File: config.mk
export PLATFORM = sky130hd
export DESIGN_NAME = bus_wait_stretcher
export DESIGN_NICKNAME = d
export VERILOG_FILES = /design/src/rtl/bus_wait_stretcher.sv
export SDC_FILE = /design/constraint.sdc
export NUM_CORES = 1
export LEC_CHECK = 0
export BUFFER_PORTS_ARGS = -buffer_cell sky130_fd_sc_hd__clkbuf_2
export CAP_MARGIN = 20
export CORE_AREA = 2 2 39 41
export DETAILED_ROUTE_END_ITERATION = 8
export DIE_AREA = 0 0 41 43
export HOLD_SLACK_MARGIN = 0.15
export PLACE_DENSITY = 0.78
export SYNTH_ARGS = -nofsm -noshare
export SYNTH_HDL_FRONTEND = slang
export SYNTH_SLANG_ARGS = --single-unit
File: constraint.sdc
create_clock -name clk -period 1.9 [get_ports clk]
set_input_delay 0.19 -clock clk [delete_from_list [all_inputs] [get_ports clk]]
set_output_delay 0.19 -clock clk [all_outputs]
set_load 0.1 [all_outputs]
File: src/rtl/bus_wait_stretcher.sv
module bus_wait_stretcher #(
  parameter int ADDR_W = 16,
  parameter int SEL_W  = 7
) (
  input  logic                clk,
  input  logic                rst,
  input  logic                cs,
  input  logic [ADDR_W-1:0]   addr,
  input  logic                rw,
  input  logic                done,
  output logic                rdy_pull,
  output logic [SEL_W:0]      desc,
  output logic                req
);

  localparam int DESC_W = SEL_W + 1;

  typedef enum logic [1:0] {S_IDLE, S_WAIT, S_RELEASE} state_t;

  state_t state, state_nx;
  logic done_q, done_qq, done_pulse;

  always_ff @(posedge clk) begin
    if (rst) begin
      done_q  <= 1'b0;
      done_qq <= 1'b0;
    end else begin
      done_q  <= done;
      done_qq <= done_q;
    end
  end

  assign done_pulse = done_q & ~done_qq;

  always_comb begin
    state_nx = state;
    case (state)
      S_IDLE:    if (cs) state_nx = S_WAIT;
      S_WAIT:    if (done_pulse) state_nx = S_RELEASE;
      S_RELEASE: if (!cs) state_nx = S_IDLE;
      default:   state_nx = S_IDLE;
    endcase
  end

  always_ff @(posedge clk) begin
    if (rst) begin
      state <= S_IDLE;
      req   <= 1'b0;
      desc  <= '0;
    end else begin
      state <= state_nx;
      if (state == S_IDLE && cs) begin
        req  <= 1'b1;
        desc <= DESC_W'({rw, addr[SEL_W-1:0]});
      end else if (state == S_WAIT && done_pulse) begin
        req <= 1'b0;
      end
    end
  end

  assign rdy_pull = !rst && ((state == S_IDLE && cs) || state == S_WAIT);

  a_r1_hold_starts: assert property (@(posedge clk) disable iff (rst)
    (state == S_IDLE && cs) |=> (rdy_pull && req));

  a_r2_release: assert property (@(posedge clk) disable iff (rst)
    (state == S_WAIT && done_pulse) |=> (!rdy_pull && !req));

  a_r3_single_pulse: assert property (@(posedge clk) disable iff (rst)
    done_pulse |=> !done_pulse);

  a_r4_desc_stable: assert property (@(posedge clk) disable iff (rst)
    (state == S_WAIT) |=> $stable(desc));

  a_r5_stay_released: assert property (@(posedge clk) disable iff (rst)
    (state == S_RELEASE && cs) |=> (state == S_RELEASE && !rdy_pull));

  a_r6_idle_quiet: assert property (@(posedge clk) disable iff (rst)
    (state == S_IDLE && !cs) |=> (state == S_IDLE && !req));

  a_r7_reset: assert property (@(posedge clk)
    rst |=> (state == S_IDLE && !req));

  a_r8_wait_holds: assert property (@(posedge clk) disable iff (rst)
    (state == S_WAIT && !done_pulse) |=> (state == S_WAIT && rdy_pull));

endmodule

== Word-level counts from Yosys, hierarchy flattened ==
Index checks and enable logic that the tools add are counted.

* Register bits after elaboration: 13
* Bits of input ports: 21
* Output and inout port bits: 10
* Word-level logic and storage cells: 26

* Eq/ne operators: 5
* Muxes and demuxes: 6
* Bitwise logic cells: 2
* Reduce and logical (&&, ||, !) cells: 8

{| class="wikitable"
|+ Operator list
! operator !! count
|-
| $mux 2 || 3
|-
| $ne 2x2->1 const B || 3
|-
| $pmux 2 s3 || 1
|-
| $logic_and 1x1->1 || 3
|-
| $reduce_and 3->1 || 1
|-
| $eq 2x1->1 const B || 1
|-
| $eq 2x2->1 const B || 1
|-
| $logic_not 2->1 || 1
|-
| $mux 1 || 2
|-
| $reduce_bool 2->1 || 1
|-
| $and 1x1->1 || 1
|-
| $logic_not 1->1 || 1
|-
| $logic_or 1x1->1 || 1
|-
| $not 1->1 || 1
|}

== Depth between registers and ports, before layout ==
* Depth in word-level cells: 5
* Gate-level depth with buffers: 3
* Gate-level depth less buffers: 2

== Least setup slack after synthesis ==
No wires, ideal clock.

* Path kind: reg-to-reg
* Start point: register req (netlist name)
* End point: register req
* Library setup time: 0.103 ns
* Arrival time: 1.365 ns
* Data required time: 1.797 ns
* Slack: 0.432 ns
* Stages on the path, launching flop included: 3
* Buffers on the path: 0
* Clock period less this slack: 1.468 ns
* Cells stage by stage: dfxtp_1 -> inv_1 -> a2111oi_2

{| class="wikitable"
|+ RTL lines
! element !! RTL line !! source
|-
| to (signal assigned) || 48 || <nowiki>req <= 1'b0;</nowiki>
|-
| to (signal assigned) || 53 || <nowiki>req <= 1'b1;</nowiki>
|-
| to (signal assigned) || 56 || <nowiki>req <= 1'b0;</nowiki>
|-
| to (decl) || 13 || <nowiki>output logic req</nowiki>
|}

== Worst setup path after layout ==
* Start point: register state[1]
* End point: output port rdy_pull

* Word-level cells in the longest chain between the ends: 4
* Elaborated cells between the ends (all ways): 5
* Classes of those cells: eq/ne (1); reduce/logical (4)

{| class="wikitable"
|+ RTL lines
! element !! RTL line !! source
|-
| from (decl) || 20 || <nowiki>state_t state, state_nx;</nowiki>
|-
| from (signal assigned) || 51 || <nowiki>state <= state_nx;</nowiki>
|-
| $logic_not 2->1 || 61 || <nowiki>assign rdy_pull = !rst && ((state == S_IDLE && cs) || state == S_WAIT);</nowiki>
|-
| $logic_and 1x1->1 || 61 ||
|-
| $logic_or 1x1->1 (*) || 61 ||
|-
| $logic_and 1x1->1 (*) || 61 ||
|-
| to (decl) || 11 || <nowiki>output logic rdy_pull,</nowiki>
|}

Every way passes the cells marked *; elsewhere a longest branch is shown, timed or not.

==> flow_summary.json <==
{
  "seq_area_frac_synth": 0.4492,
  "die-area_mm2": 0.001763,
  "grt_pass1_wl_um": 1593,
  "io_buffers": 21,
  "power.internal_uw": 423.6,
  "relSlewSlack": 0.6407,
  "syn_area_per_cell_um2": 10.73,
  "yosys-top-cells-count": "18 x nand2b_1, 13 x dfxtp_1, 8 x mux2i_1, 3 x nor2b_1, 2 x clkbuf_1",
  "hold_violations": 0,
  "clock-sinks": 13,
  "die_h_um": 43,
  "syn_area_um2": 579.3,
  "grt_max_degree": 21,
  "antenna_cells": 0,
  "grt_use_total": 0.1342,
  "clock_path_buffers": 2,
  "ios": 31,
  "p_leak_nw": 0.3374,
  "place.gp.congestion": 0.5895,
  "finish.utilization": 0.5326,
  "yosysUniqueCellTypes": 15,
  "yosys-top-cells-area": "dfxtp_1 45%, nand2b_1 19%, mux2i_1 14%",
  "fmax_mhz": 640.6,
  "fp-row-count": 14,
  "seq_power_share": 0.452,
  "place_area_um2": 700.7,
  "vias": 443,
  "cts_resized": 0,
  "rsz0062_at_grt": "no",
  "via_per_inst": 4.663,
  "grt_antenna_before_repair": 0,
  "p_total_uw": 670.5,
  "cap_violations": 0,
  "drc": 0,
  "fin_crit_sh": 0.8216,
  "skew_ns": 0.0007715,
  "drive_gt1_frac": 0.3797,
  "peakVddDrop_mv": 0.4755,
  "ys_ff_latch": 13,
  "fin_crit_ns": 1.561,
  "clk_pin_slew_ns": 0.08,
  "detail_route.iter0.violations": 9,
  "synth_warnings": 0,
  "min_path_type": "in -> reg",
  "fin_area_um2": 737.0,
  "post_drt_wl_per_cell_um": 10.22,
  "netlist.top_cell.by_area": "dfxtp_1",
  "fp.dieW_um": 41,
  "crit_path_max_fanout": 5,
  "switching_share": 0.3682,
  "tritoncts": "done",
  "report.final.slew_viol_count": 0,
  "grt_pass1_vias": 369,
  "async_flop_share": 0,
  "firstDrtPassIters": 3,
  "cp.arrival_ns": 1.37,
  "outcome": "complete, no violations",
  "required_ns": 1.71,
  "ys.flop_type": "dfxtp_1",
  "holdBufCountCts": 1,
  "cts_max_level": 1,
  "net-switching-power_uw": 246.8,
  "coreArea_mm2": 0.001384,
  "end_kind": "output pin",
  "finalNetCount": 101,
  "synth_fp_nets": 75,
  "root_buffer": "clkbuf_4",
  "syn_to_final_growth_pct": 27.21,
  "start_util": 0.4186,
  "cts_buffers": 3,
  "cellPowerDensity_mw_per_mm2": 909.8,
  "critPathKind": "reg -> out",
  "wl_um": 971,
  "yosysTopAreaCellShare": 0.4492,
  "clock_latency_ns": 0.27,
  "cts_setup_buffers": 0,
  "setup_tns_ns": 0,
  "worst_slew_pin_slew_ns": 0.5413,
  "ant_nets": 0,
  "setup_violations": 0,
  "post-dp-hpwl_um": 718.3,
  "p_comb_frac": 0.298,
  "yosysMostFrequentCell": "nand2b_1",
  "critPathLaunchType": "flop",
  "clockPowerShare": 0.250,
  "grt-ovfl-total": 0,
  "synthCells": 54,
  "synth_edf_count": 0
}
-- logic make-up (layout without fill, tap and decap cells) --
group / count (synthesis) / in the layout / share of synthesized area
compound gates: 4 / 4 / 0.07559
buf+inv: 4 / 29 / 0.03887
mux: 8 / 8 / 0.1382
simple gates: 25 / 25 / 0.2981
flops: 13 / 13 / 0.4492
-- area by class of cell --
cell class	instances	area [µm²]
clock buffers	4	26.28
fillers	136	646.9
inverters	1	3.754
multi-input cells	37	296.5
flip-flops and latches	13	260.3
well taps	16	20.02
repair buffers	24	130.1
-- worst paths after layout --
kind              startpoint  endpoint  slack (ns)  cells after the start
setup / recovery    state[1]  rdy_pull        0.34                      3
hold / removal       addr[6]   desc[6]        0.15                      3
setup reg to reg    state[1]   desc[0]        0.59                      3
hold reg to reg      desc[5]   desc[5]        0.47                      2
-- worst max-delay path, cell delays in order (launching register included) --
cell and delay [ns]:
dfxtp_1 0.36, nor2_1 0.16, o21a_1 0.14, clkbuf_2 0.45
-- registers in the layout, summed over array words and instances, names as in the netlist --
name / count
done_qq: 1
req: 1
done_q: 1
desc: 8
state: 2
-- per-stage QoR --
stage / setup slack (ns) / std cells / hold WS [ns]
floorplan: 0.4320 / 54 / 0.3182
global placement: 0.6261 / 90 / 0.4105
detailed placement: 0.6021 / 90 / 0.4123
CTS: 0.3319 / 95 / 0.1515
global route: 0.2664 / 95 / 0.1682
finish: 0.3389 / 95 / 0.1536
-- power by group through the flow --
stage	Sequential (mW)	Clock [mW]	Combinational (mW)
2_1_floorplan	0.410	0	0.0644
4_1_cts	0.304	0.173	0.201
3_5_place_dp	0.310	0	0.199
3_3_place_gp	0.309	0	0.197
5_1_grt	0.306	0.185	0.209
6_report	0.303	0.168	0.200
-- routing by layer --
layer / track usage / vias to the layer above / routed length (µm)
met5: 0 / - / 0
met4: 0.04000 / 0 / 5
met3: 0.06283 / 2 / 59
met2: 0.1750 / 15 / 425
met1: 0.1928 / 197 / 481
li1: - / 229 / -
-- placed cells by master, fill, tap and decap left out, drive strengths merged, types with 2 or more instances in the layout --
cell type and count:
clkbuf 25, buf 2, nand2b 18, nor2b 3, mux2i 8, dfxtp 13
No activity file was read; power rests on OpenSTA's default activity.
